===== config.mk =====
export PLATFORM = sky130hd
export DESIGN_NAME = tlp_rx_steer
export DESIGN_NICKNAME = d
export VERILOG_FILES = /design/src/rtl/tlp_rx_steer_pkg.sv /design/src/rtl/rxs_hdr_decode.sv /design/src/rtl/rxs_bar_match.sv /design/src/rtl/rxs_ur_gen.sv /design/src/rtl/tlp_rx_steer.sv
export SDC_FILE = /design/constraint.sdc
export NUM_CORES = 1
export LEC_CHECK = 0
export CORE_AREA = 4 4 314 316
export DETAILED_ROUTE_END_ITERATION = 10
export DIE_AREA = 0 0 318 320
export PLACE_DENSITY = 0.33
export SLEW_MARGIN = 20
export SYNTH_ARGS = -nofsm -noshare
export SYNTH_HDL_FRONTEND = slang
export SYNTH_SLANG_ARGS = --single-unit

===== constraint.sdc =====
create_clock -name clk -period 3.2 [get_ports clk]
set_clock_uncertainty 0.1 [all_clocks]
set_input_delay 0.48 -clock clk [delete_from_list [all_inputs] [get_ports clk]]
set_output_delay 0.48 -clock clk [all_outputs]
set_load 0.03 [all_outputs]

===== src/rtl/tlp_rx_steer_pkg.sv =====
package tlp_rx_steer_pkg;
    localparam int HDR_W  = 128;
    localparam int ADDR_W = 64;

    localparam logic [4:0] TY_MEM  = 5'b00000;
    localparam logic [4:0] TY_CFG0 = 5'b00100;
    localparam logic [4:0] TY_CFG1 = 5'b00101;
    localparam logic [4:0] TY_CPL  = 5'b01010;
    localparam logic [2:0] ST_UR   = 3'b001;

    typedef enum logic [1:0] {
        DST_APP  = 2'd0,
        DST_CFG  = 2'd1,
        DST_DROP = 2'd2,
        DST_UR   = 2'd3
    } dest_e;

    typedef struct packed {
        dest_e dest;
        logic  in_pkt;
    } steer_st_t;

    typedef struct packed {
        logic [HDR_W-1:0] hdr;
        logic             vld;
    } cpl_st_t;
endpackage


===== src/rtl/rxs_hdr_decode.sv =====
module rxs_hdr_decode
    import tlp_rx_steer_pkg::*;
(
    input  logic [HDR_W-1:0]  hdr,
    output logic              is_cfg,
    output logic              is_mrd,
    output logic              is_mwr,
    output logic [ADDR_W-1:0] addr,
    output logic [15:0]       req_id,
    output logic [7:0]        tag
);
    logic [2:0] fmt;
    logic [4:0] typ;
    logic       unused_hdr;

    always_comb begin
        fmt    = hdr[31:29];
        typ    = hdr[28:24];
        is_cfg = (typ == TY_CFG0) || (typ == TY_CFG1);
        is_mrd = (typ == TY_MEM) && (fmt[2:1] == 2'b00);
        is_mwr = (typ == TY_MEM) && (fmt[2:1] == 2'b01);
        if (fmt[0]) begin
            addr = {hdr[95:64], hdr[127:98], 2'b00};
        end else begin
            addr = {32'h0, hdr[95:66], 2'b00};
        end
        req_id = hdr[63:48];
        tag    = hdr[47:40];
    end

    assign unused_hdr = ^{hdr[23:0], hdr[39:32], hdr[97:96]};
endmodule


===== src/rtl/rxs_bar_match.sv =====
module rxs_bar_match
    import tlp_rx_steer_pkg::*;
#(
    parameter int NUM_BARS = 2
) (
    input  logic [ADDR_W-1:0]          addr,
    input  logic [NUM_BARS*ADDR_W-1:0] bar_base,
    input  logic [NUM_BARS*ADDR_W-1:0] bar_mask,
    input  logic [NUM_BARS-1:0]        bar_en,
    output logic                       hit
);
    logic [NUM_BARS-1:0] win_hit;

    for (genvar i = 0; i < NUM_BARS; i++) begin : g_win
        logic [ADDR_W-1:0] base_i;
        logic [ADDR_W-1:0] mask_i;
        assign base_i     = bar_base[i*ADDR_W +: ADDR_W];
        assign mask_i     = bar_mask[i*ADDR_W +: ADDR_W];
        assign win_hit[i] = bar_en[i] && ((addr & mask_i) == (base_i & mask_i));
    end

    assign hit = |win_hit;
endmodule


===== src/rtl/rxs_ur_gen.sv =====
module rxs_ur_gen
    import tlp_rx_steer_pkg::*;
(
    input  logic             clk,
    input  logic             rst_n,
    input  logic             load,
    input  logic [15:0]      req_id,
    input  logic [7:0]       tag,
    input  logic [15:0]      cpl_id,
    output logic             slot_free,
    output logic             out_valid,
    input  logic             out_ready,
    output logic [HDR_W-1:0] out_data
);
    cpl_st_t st_d, st_q;

    assign slot_free = !st_q.vld || out_ready;
    assign out_valid = st_q.vld;
    assign out_data  = st_q.hdr;

    always_comb begin
        st_d = st_q;
        if (load) begin
            st_d.vld           = 1'b1;
            st_d.hdr           = '0;
            st_d.hdr[31:29]    = 3'b000;
            st_d.hdr[28:24]    = TY_CPL;
            st_d.hdr[63:48]    = cpl_id;
            st_d.hdr[47:45]    = ST_UR;
            st_d.hdr[95:80]    = req_id;
            st_d.hdr[79:72]    = tag;
        end else if (out_ready) begin
            st_d.vld = 1'b0;
        end
    end

    always_ff @(posedge clk) begin
        if (!rst_n) begin
            st_q <= '0;
        end else begin
            st_q <= st_d;
        end
    end

    // a held completion stays put while the transmit side stalls
    a_r11_hold_stalled: assert property (@(posedge clk) disable iff (!rst_n)
        (out_valid && !out_ready) |=> (out_valid && $stable(out_data)));

    // a new completion is only loaded into a free slot
    a_r11_no_overwrite: assert property (@(posedge clk) disable iff (!rst_n)
        load |-> slot_free);

    // a loaded completion is presented from the next edge
    a_r6_load_shows: assert property (@(posedge clk) disable iff (!rst_n)
        load |=> out_valid);
endmodule


===== src/rtl/tlp_rx_steer.sv =====
module tlp_rx_steer
    import tlp_rx_steer_pkg::*;
#(
    parameter int DATA_W   = 128,
    parameter int NUM_BARS = 2
) (
    input  logic                       clk,
    input  logic                       rst_n,
    input  logic                       in_valid,
    output logic                       in_ready,
    input  logic [DATA_W-1:0]          in_data,
    input  logic                       in_sop,
    input  logic                       in_eop,
    output logic                       cfg_valid,
    input  logic                       cfg_ready,
    output logic [DATA_W-1:0]          cfg_data,
    output logic                       cfg_sop,
    output logic                       cfg_eop,
    output logic                       app_valid,
    input  logic                       app_ready,
    output logic [DATA_W-1:0]          app_data,
    output logic                       app_sop,
    output logic                       app_eop,
    output logic                       cpl_valid,
    input  logic                       cpl_ready,
    output logic [HDR_W-1:0]           cpl_data,
    input  logic [15:0]                completer_id,
    input  logic [NUM_BARS*ADDR_W-1:0] bar_base,
    input  logic [NUM_BARS*ADDR_W-1:0] bar_mask,
    input  logic [NUM_BARS-1:0]        bar_en
);
    logic              is_cfg, is_mrd, is_mwr, bar_hit, slot_free, ur_load, fire;
    logic [ADDR_W-1:0] req_addr;
    logic [15:0]       req_id;
    logic [7:0]        req_tag;
    dest_e             new_dest, cur_dest;
    steer_st_t         st_d, st_q;

    rxs_hdr_decode u_dec (
        .hdr    (in_data[HDR_W-1:0]),
        .is_cfg (is_cfg),
        .is_mrd (is_mrd),
        .is_mwr (is_mwr),
        .addr   (req_addr),
        .req_id (req_id),
        .tag    (req_tag)
    );

    rxs_bar_match #(.NUM_BARS(NUM_BARS)) u_bar (
        .addr     (req_addr),
        .bar_base (bar_base),
        .bar_mask (bar_mask),
        .bar_en   (bar_en),
        .hit      (bar_hit)
    );

    rxs_ur_gen u_ur (
        .clk       (clk),
        .rst_n     (rst_n),
        .load      (ur_load),
        .req_id    (req_id),
        .tag       (req_tag),
        .cpl_id    (completer_id),
        .slot_free (slot_free),
        .out_valid (cpl_valid),
        .out_ready (cpl_ready),
        .out_data  (cpl_data)
    );

    always_comb begin
        if (is_cfg) begin
            new_dest = DST_CFG;
        end else if (is_mrd && !bar_hit) begin
            new_dest = DST_UR;
        end else if (is_mwr && !bar_hit) begin
            new_dest = DST_DROP;
        end else begin
            new_dest = DST_APP;
        end
        cur_dest = in_sop ? new_dest : st_q.dest;

        case (cur_dest)
            DST_CFG:  in_ready = cfg_ready;
            DST_DROP: in_ready = 1'b1;
            DST_UR:   in_ready = in_sop ? slot_free : 1'b1;
            default:  in_ready = app_ready;
        endcase

        cfg_valid = in_valid && (cur_dest == DST_CFG);
        app_valid = in_valid && (cur_dest == DST_APP);
        ur_load   = in_valid && in_sop && (cur_dest == DST_UR) && slot_free;
        fire      = in_valid && in_ready;

        st_d = st_q;
        if (fire) begin
            st_d.dest   = cur_dest;
            st_d.in_pkt = !in_eop;
        end
    end

    assign cfg_data = in_data;
    assign cfg_sop  = in_sop;
    assign cfg_eop  = in_eop;
    assign app_data = in_data;
    assign app_sop  = in_sop;
    assign app_eop  = in_eop;

    always_ff @(posedge clk) begin
        if (!rst_n) begin
            st_q <= '{dest: DST_APP, in_pkt: 1'b0};
        end else begin
            st_q <= st_d;
        end
    end

    // a beat never appears on both forwarding ports at once
    a_r1_single_port: assert property (@(posedge clk) disable iff (!rst_n)
        $onehot0({cfg_valid, app_valid}));

    // a stalled application port holds the input
    a_r9_app_stall: assert property (@(posedge clk) disable iff (!rst_n)
        (app_valid && !app_ready) |-> !in_ready);

    // a stalled configuration port holds the input
    a_r9_cfg_stall: assert property (@(posedge clk) disable iff (!rst_n)
        (cfg_valid && !cfg_ready) |-> !in_ready);

    // inside a packet the stored destination does not move
    a_r10_route_held: assert property (@(posedge clk) disable iff (!rst_n)
        (st_q.in_pkt && !(fire && in_eop) && !in_sop) |=> $stable(st_q.dest));

    // a discarded write is accepted and shows on no port
    a_r8_drop_silent: assert property (@(posedge clk) disable iff (!rst_n)
        (in_valid && in_sop && is_mwr && !bar_hit) |-> (in_ready && !app_valid && !cfg_valid && !ur_load));

    // a miss read never leaks to the application
    a_r6_no_app_leak: assert property (@(posedge clk) disable iff (!rst_n)
        (in_valid && in_sop && is_mrd && !bar_hit) |-> !app_valid);
endmodule


# After elaboration in Yosys (flattened, before gate mapping)
# Index checks and enable logic that the tools add are counted.
# classes
mux	9
n_div	0
n_lt_le_gt_ge	0
n_eq_ne	8
reduce_logical	21
n_shift	0
bitwise	4
add_sub_neg	0
mul	0
# op_table
operator	n
$and A64 B64 Y64	4
$eq A64 B64 Y1	2
$mux W64	1
$logic_and A1 B1 Y1	12
$eq A5 B3 Y1 const B	2
$mux W2	4
$logic_not A5 Y1	1
$eq A2 B1 Y1 const B	2
$eq A2 B2 Y1 const B	2
$logic_not A2 Y1	2
$mux W1	3
$pmux W1 S3	1
$logic_not A1 Y1	2
$logic_or A1 B1 Y1	2
$reduce_bool A2 Y1	1
$reduce_or A2 Y1	1
# totals
input_bits	410
latch_bits	0
regBits	46
out_inout_bits	392
ramBits	0
romBits	0
mem_count	0

# Depth between registers and ports, before layout
# Gate-level depths: netlist of run 1.
# depth
word_depth	15
ltp_mapped	14

# Hierarchy
# From an unflattened synthesis of run 1, not the netlist that was laid out.
# hier_totals
hier_cells	821
area_unflattened_um2	7175.6
# by_module_without_submodules
module	cells_per_inst	area_each_um2	seq_area_each_um2	n_inst
rxs_ur_gen	223	2279.7	840.8	1
tlp_rx_steer	290	2175.8	40.0	1
rxs_bar_match	207	1765.4	0.0	1
rxs_hdr_decode	101	954.7	0.0	1

# Worst setup path after synthesis of run 1
# Ideal clock, no wire load.
# synth_timing
kind	in2out
from	input in_data[29]
to	output cfg_valid
arrival_time_ps	2877
path_buffers	3
stages	13
slack_ps	-257
path_cell_list	buf_6 buf_6 buf_2 nand4b_1 o21ai_0 a2111oi_0 nand4_1 nor4_2 a21oi_1 and2_1 a21oi_1 nand2_1 nor2_1
# synth_between
elab_chain_len	13
# synth_rtl
element	line_no	source
start, declared	tlp_rx_steer.sv:11	input logic [DATA_W-1:0] in_data,
$mux W64 *	rxs_hdr_decode.sv:22	if (fmt[0]) begin
$and A64 B64 Y64	rxs_bar_match.sv:19	assign win_hit[i] = bar_en[i] && ((addr & mask_i) == (base_i & mask_i));
$eq A64 B64 Y1	rxs_bar_match.sv:19	
$logic_and A1 B1 Y1	rxs_bar_match.sv:19	
$reduce_or A2 Y1 *	rxs_bar_match.sv:22	assign hit = |win_hit;
$logic_not A1 Y1 *	tlp_rx_steer.sv:73, tlp_rx_steer.sv:75	
$logic_and A1 B1 Y1	tlp_rx_steer.sv:75	end else if (is_mwr && !bar_hit) begin
$mux W2	tlp_rx_steer.sv:75	
$mux W2 *	tlp_rx_steer.sv:73	end else if (is_mrd && !bar_hit) begin
$mux W2 *	tlp_rx_steer.sv:71	if (is_cfg) begin
$mux W2 *	tlp_rx_steer.sv:80	cur_dest = in_sop ? new_dest : st_q.dest;
$eq A2 B1 Y1 *	tlp_rx_steer.sv:89	cfg_valid = in_valid && (cur_dest == DST_CFG);
$logic_and A1 B1 Y1 *	tlp_rx_steer.sv:89	
end, declared	tlp_rx_steer.sv:14	output logic cfg_valid,
# Every way passes the cells marked *; elsewhere a longest branch is shown, timed or not.

# Worst setup path in the final report of run 1
# layout_timing
from	input in_data[65]
to	output in_ready
# layout_between
elab_chain_len	13
# layout_rtl
element	line_no	source
$mux W64 *	rxs_hdr_decode.sv:22	
$and A64 B64 Y64	rxs_bar_match.sv:19	
$eq A64 B64 Y1	rxs_bar_match.sv:19	
$logic_and A1 B1 Y1	rxs_bar_match.sv:19	
$reduce_or A2 Y1 *	rxs_bar_match.sv:22	
$logic_not A1 Y1 *	tlp_rx_steer.sv:73, tlp_rx_steer.sv:75	
$logic_and A1 B1 Y1	tlp_rx_steer.sv:75	
$mux W2	tlp_rx_steer.sv:75	
$mux W2 *	tlp_rx_steer.sv:73	
$mux W2 *	tlp_rx_steer.sv:71	
$mux W2 *	tlp_rx_steer.sv:80	
$eq A2 B2 Y1 / $eq A2 B1 Y1 (equally long branches)	tlp_rx_steer.sv:82	case (cur_dest)
$pmux W1 S3 *	tlp_rx_steer.sv:82	
end, declared	tlp_rx_steer.sv:10	output logic in_ready,
# Marks and branches as above.

==> key figures, run 1 <==
Routing
  – ANT nets after route: 0
  – Drt total wl: 52.3 mm
  – Vias: around 7600
  – Drt drc: 0
  – 1st-pass router iterations: 5
  – Via-per-instance ratio: 2.84
  – DR iter-0 viols: 230
  – Post-DR wirelength/cell: between 15 and 20 um

Synth
  – Largest family of logic cells by synthesized area: buffers and inverters
  – Compound-gate portion of the synthesized area: 9.27%
  – Gate count after technology mapping: 872
  – Synth area leader: buf_4
  – Warnings, synthesis: 0
  – Yosys reg bits: 44
  – Area share of xor/xnor cells in the synthesized design: about a tenth
  – Mean post-synth cell area: 7.87 um2
  – Primary FF master, synth: dfxtp_1
  – Synth top cells by count: buf_4 (351), mux2i_1 (82), xnor2_1 (67), nand2_1 (66), nor2_1 (48)
  – Number of synthesized flops with an enable pin: 0
  – Sequential area share after synthesis: 12.8%
  – Synth area leaders: buf_4 (38%), dfxtp_1 (13%), mux2i_1 (12%)
  – Post-synthesis mux area share: 12.2%
  – Asr flop ratio synth: 0%
  – Count leader, synth: buf_4
  – Synth cell types: 37
  – Area share of the leading cell type in the synthesized netlist: 38.4%
  – Adder-cell share of the synthesized area: 0%
  – Synthesized area: slightly below 0.007 mm2
  – Simple-gate share of the synthesized area: between 10% and 20%

Power
  – Pwr Total: 3320 uW
  – Pint: 1990 uW
  – NetSw: about 1300 uW
  – Clock share of power: 18.6%
  – Switching Fraction: roughly two fifths
  – Pleak: 0.00534 uW
  – P per Cell Area: 226 mW/mm2
  – Flop pwr share: 16.5%
  – Worst vdd ir: 0.158 mV
  – Comb power frac: 64.9%

Hold path
  – Hold Path End: st_q[1]
  – Hold Path Depth: 2
  – HP Class: reg2reg
  – Min-delay src: st_q[1]

STA
  – Tcrit/Tclk final: 122%
  – Min Tclk post-route: 3.90 ns
  – Hold Slack: 0.371 ns
  – Fmax: 256 MHz
  – RSZ-0062 raised after global routing: true
  – Headroom to the max-slew limit: a little over half
  – Fin. max-slew vios: 0
  – Worst setup margin: -0.705 ns
  – # setup viols final: 45
  – Hold Vio Cnt, Final: 0
  – Slew @ Worst Pin: 0.684 ns

Die
  – IO Pins: 802
  – Die Y: 320 um
  – Die Area: 0.102 mm2
  – Die X-Extent: between 300 and 400 um
  – Rows: 114
  – Initial Util: between 7 and 8%
  – Total core area: 0.0960 mm2

Cells and area
  – Share of cells above drive strength 1: 21.5%
  – Layout area overhead: 114%
  – Final instance area: 0.0147 mm2
  – Nets@finish: 1816
  – Fillers: 10900

Critical path
  – CP Capture Type: primary output
  – Crit-path slowest cell: clkdlybuf4s50_1
  – Max Fanout on Critical Path: 3
  – Crit path DAT: 3.32 ns
  – Critical Path Start Type: primary input
  – WS Path Type: in2out
  – Worst stage delay on the critical path: 0.49 ns
  – Crit path cell chain: clkdlybuf4s50_1, nand2_1, xnor2_1, a2111oi_4, buf_4, nand4_1, nor4_2, buf_4, a21oi_4, a21oi_2, mux2i_2, a21oi_2, buf_12
  – R2r setup slk: 1.58 ns
  – Worst R2R Start: st_q[1]
  – Crit Reg-Reg Endpoint: st_q[1]
  – Worst r2r path cells: 7
  – Critical Path RT: 2.62 ns

Clock tree
  – H-tree Lvls: 2
  – CTS tree: yes
  – Clk sinks: 44
  – CTS root buf: clkbuf_16
  – Clk_lat worst skew: around 0.30 ns
  – Clock buffer depth: 2
  – Worst-path clk slew: 0.07 ns
  – Total CTS buffers: 5

Global route
  – Vias in the first global route: 8132
  – Remaining Overflow, GRT: 0
  – Global-route usage over all layers: 9.66%
  – Pin count of the biggest net entering global routing: 42
  – Global-route wire length before repair: 68.5 mm
  – Initial antenna violation count: 17

Placed design
  – Place WS: -1.98 ns
  – Hpwl dp: ~48 mm
  – Port bufs: 611
  – Placed cell areas: roughly 0.014 mm2
  – GP Congestion: 0.807

Status
  – Status: finished, violations left
  – Failing checks: setup timing

Run
  – Number of max-cap violations: 0
critical path, delay by kind of cell:
family | cells | cell delay (ns)
AOI/OAI and AO/OA | 4 | 0.81
buffers and inverters | 4 | 1.00
muxes | 1 | 0.27
xor gates and xnor gates | 1 | 0.24
and+or+nand+nor | 3 | 0.51
per-stage QoR:
| stage | setup TNS [ns] | util (%) | cells |
|---|---|---|---|
| 6_report | -8.58 | 15.3 | 2687 |
| 5_1_grt | -16.97 | 15.3 | 2683 |
| 4_1_cts | -9.71 | 15.3 | 2683 |
| 3_5_place_dp | -76.50 | 14.3 | 2660 |
| 3_3_place_gp | -80.34 | 14.3 | 2660 |
| 2_1_floorplan | -0.0668 | - | 956 |
worst max path at each step:
stage                start        end  slack, ns
4_1_cts        in_data[29]   in_ready      -0.80
5_1_grt        in_data[29]   in_ready      -0.87
3_5_place_dp   in_data[82]   in_ready      -1.98
6_report       in_data[65]   in_ready      -0.70
2_1_floorplan  in_data[29]   in_ready      -0.07
3_3_place_gp   in_data[82]  cfg_valid      -2.08
registers in the layout, indices dropped and copies added (netlist names):
register,cells
u_ur.out_data,41
st_q,2
u_ur.out_valid,1
layer usage:
layer  part of all wire (%)  GRT usage (%)  wire [um]  up-vias
met5                   0.12              0         65        -
met4                    2.5           2.07       1290       10
li1                       -              -          -     3616
met1                     41           11.4      21700     3490
met2                     49           17.4      25500      435
met3                    7.1           2.75       3740       77
repair_timing:
| action | in CTS | in global routing |
|---|---|---|
| setup endpoints to repair | 47 | 46 |
| pin swaps | 32 | 7 |
| setup buffers | 18 | 0 |
| hold buffers | 0 | 0 |
| cloned | 1 | 0 |
| resized for setup | 177 | 7 |
logic make-up after synthesis:
group           after synthesis
compound gates               93
xor+xnor                     79
other cells                   1
mux                          83
buf+inv                     368
flops                        44
simple gates                204
cells in the final DEF (no fill, tap or decap), drive strengths merged, types with 24 or more instances in the layout:
| cell type | Yosys | layout |
|---|---|---|
| and2 | 24 | 24 |
| dlygate4sd2 | 0 | 29 |
| nor2 | 48 | 48 |
| clkdlybuf4s50 | 0 | 574 |
| a22oi | 25 | 25 |
| xnor2 | 67 | 67 |
| mux2i | 83 | 83 |
| nand2 | 66 | 66 |
| conb | 1 | 85 |
| nand4b | 34 | 34 |
| buf | 361 | 201 |
| dfxtp | 44 | 44 |
| o21ai | 36 | 36 |
power by group through the flow:
| stage | logic [uW] | registers [uW] | clock network (uW) |
|---|---|---|---|
| finish | 2150 | 549 | 618 |
| floorplan | 1130 | 562 | 0 |
| CTS | 2200 | 548 | 657 |
| global placement | 2050 | 561 | 0 |
| global route | 2280 | 548 | 680 |
| detailed placement | 2040 | 561 | 0 |
area by class of cell:
cell class                      count  area (um2)  area share [%]
Clock inverter                      3        46.3           0.315
Inverter                            2        7.51          0.0510
Sequential cell                    44         881            5.99
Timing Repair Buffer              809        7820            53.2
Clock buffer                        5         125           0.851
Multi-Input combinational cell    544        4220            28.7
Tap cell                         1276        1600            10.9
Antenna cell                        4        10.0          0.0681
No activity file was read; power rests on OpenSTA's default activity.
==> run 2: changes to the inputs <==
- CORE_AREA: 4 4 314 316 -> 2 2 312 314
- DIE_AREA: 0 0 318 320 -> 0 0 314 316
==> run 2 against run 1 <==
Effect of this change:
- the run still ends with setup timing left
- flip-flop and latch count unchanged
- sequential share of layout area hardly changed
- first-iteration DRC count is 8.3% lower
- routed wire length fell by 3.1%
- global-route usage is 0.11 points lower
- critical path depth up 6
- fmax decreased by 3.5%
- combinational power barely moved
- total power fell by 3.0%
- utilization about the same
==> key figures, run 2 (synthesis results as in run 1) <==
Status
  – Status: finished, violations left
  – Failing checks: setup timing

Clock tree
  – H-tree Lvls: 2 (unchanged)
  – Hold buffers post-CTS: 0 (unchanged)
  – Total CTS buffers: 5 (unchanged)
  – CTS tree: yes
  – Clock buffer depth: 2 (unchanged)
  – Clk sinks: 44 (unchanged)
  – CTS root buf: clkbuf_16
  – Clk_lat worst skew: 0.30 ns (about the same)
  – Worst-path clk slew: 0.07 ns (about the same)

Routing
  – Drt total wl: 50.7 mm (-3.1%)
  – ANT nets after route: 0 (unchanged)
  – Vias: 7633 (+0.066%)
  – Post-DR wirelength/cell: 18.8 um (-3.3%)
  – Drt drc: 0 (unchanged)
  – 1st-pass router iterations: 5 (unchanged)
  – Via-per-instance ratio: 2.84 (-0.12%)
  – DR iter-0 viols: 211 (-8.3%)

STA
  – Hold Vio Cnt, Final: 0 (unchanged)
  – Post-Route Setup TNS: -23.53 ns (-14.95 ns)
  – Worst setup margin: -0.845 ns (-0.140 ns)
  – Min Tclk post-route: 4.04 ns (+0.140 ns)
  – Slew @ Worst Pin: 0.587 ns (-0.0964 ns)
  – Fmax: 247 MHz (-3.5%)
  – RSZ-0062 raised after global routing: true
  – # setup viols final: 46 (+2.2%)
  – Fin. max-slew vios: 0 (unchanged)
  – Headroom to the max-slew limit: 60.9% (+6.4 points)
  – Tcrit/Tclk final: 126% (+4.4 points)

Critical path
  – Worst r2r path cells: 8 (+1)
  – Crit path cell chain: buf_12, buf_12, buf_16, buf_4, buf_4, mux2i_1, buf_4, buf_4, xnor2_1, a22oi_2, buf_4, nand4_1, nor2_1, buf_4, a211oi_4, a21oi_4, mux2i_2, a21oi_2, buf_6
  – Crit path DAT: 3.46 ns (+0.14 ns)
  – WS Path Type: in2out
  – Crit-path slowest cell: a22oi_2
  – Worst R2R Start: st_q[1]
  – Critical Path RT: 2.62 ns (about the same)
  – Crit-path leading delay family: buffers and inverters
  – Worst stage delay on the critical path: 0.32 ns (-0.17 ns)
  – Max Fanout on Critical Path: 8 (+5)
  – Critical Path Start Type: primary input
  – Most frequent CP cell: buf_4
  – Crit Reg-Reg Endpoint: st_q[1]
  – CP Capture Type: primary output
  – R2r setup slk: 1.39 ns (-0.19 ns)
  – WP buf/inv: 10 (+6)

Hold path
  – Hold Path Depth: 2 (unchanged)
  – HP Class: reg2reg
  – Min-delay src: st_q[1]
  – Hold Path End: st_q[1]

Cells and area
  – Nets@finish: 1824 (+0.44%)
  – Final instance area: 0.0147 mm2 (about the same)
  – Post-layout util: 15.3% (about the same)
  – Fillers: 10900 (-0.36%)
  – Share of cells above drive strength 1: 20.5% (-1.0 points)
  – Commonest non-fill, non-tap cells in the layout: clkdlybuf4s50_1 (585), buf_4 (177), conb_1 (85)
  – Most common cell after layout, fill and taps aside: clkdlybuf4s50_1
  – Layout area overhead: 115% (about the same)
  – Max FFs per register: 41 (unchanged)

Die
  – Total core area: 0.0960 mm2 (unchanged)
  – Die Y: 316 um (-1.3%)
  – Initial Util: 7.15% (unchanged)
  – Die X-Extent: 314 um (-1.3%)
  – Die Area: 0.0992 mm2 (-2.5%)
  – Rows: 114 (unchanged)
  – IO Pins: 802 (unchanged)

Power
  – P per Cell Area: 219 mW/mm2 (-3.1%)
  – Worst vdd ir: 0.159 mV (+0.44%)
  – Pleak: 0.00537 uW (+0.52%)

Placed design
  – Place WS: -2.36 ns (-0.381 ns)
  – GP Congestion: 0.828 (+2.6%)
  – Port bufs: 611 (unchanged)
  – Hpwl dp: 45.3 mm (-5.5%)
  – Placed cell areas: 0.0137 mm2 (-0.20%)

Run
  – Number of max-cap violations: 0 (unchanged)

Global route
  – Global-route usage over all layers: 9.56% (-0.11 points)
  – Pin count of the biggest net entering global routing: 42 (unchanged)
  – Remaining Overflow, GRT: 0 (unchanged)
  – Global-route wire length before repair: 65.3 mm (-4.7%)
  – Initial antenna violation count: 16 (-1)
  – Vias in the first global route: 7912 (-2.7%)
==> run 2: cell type report <==
type	instances	area (um2)	share of cell area, %
tap	1276	1600	10.8
timing repair buffer	817	7980	54.2
clock buffer	5	125	0.850
inverter	2	7.51	0.0510
antenna	1	2.50	0.0170
sequential	44	881	5.98
multi-input combinational	544	4110	27.9
clock inverter	3	21.3	0.144
==> run 2: through the flow <==
| stage | hold WS (ns) | cells | power [uW] |
|---|---|---|---|
| after floorplan | 0.339 | 956 | 1690 |
| after global placement | 0.364 | 2657 | 2600 |
| after detailed placement | 0.364 | 2657 | 2600 |
| after CTS | 0.377 | 2688 | 3300 |
| after global routing | 0.403 | 2692 | 3410 |
| final | 0.373 | 2692 | 3220 |
==> run 2: worst max path at each step <==
stage                 from         to  slack, ns  cells past startpoint
3_3_place_gp   in_data[66]  cfg_valid      -3.05                     14
4_1_cts        in_data[29]   in_ready      -1.01                     15
6_report       in_data[29]   in_ready      -0.84                     19
3_5_place_dp   in_data[66]  cfg_valid      -2.36                     14
2_1_floorplan  in_data[29]   in_ready      -0.07                     11
5_1_grt        in_data[29]   in_ready      -1.08                     15
==> run 2: worst min-delay path: cells and delay by family (launching register included) <==
kind | cells | cell delay (ns)
AO/OA/AOI/OAI | 1 | 0.05
flip-flops | 1 | 0.32
AND/OR/NAND/NOR | 1 | 0.06
==> run 2: layer usage <==
metal	wire (um)	GRT usage (%)	vias to the layer above	part of all wire, %
met4	915	1.82	14	1.8
met5	93	0	-	0.18
met3	3840	2.31	75	7.6
met2	24500	16.7	413	48
met1	21300	12.0	3504	42
li1	-	-	3627	-
==> run 2: what timing repair did <==
item	4_1_cts	5_1_grt
setup endpoints to repair	47	47
pin swaps	24	9
resized for setup	138	10
cloned	5	0
buffers inserted	20	3
==> run 2: report_power, final <==
part	total (uW)	switching [uW]	leakage (uW)	internal [uW]
logic	2120	1060	0.00495	1060
clock network	553	261	0.0000702	292
registers	548	0.567	0.000354	548
total	3220	1320	0.00537	1900
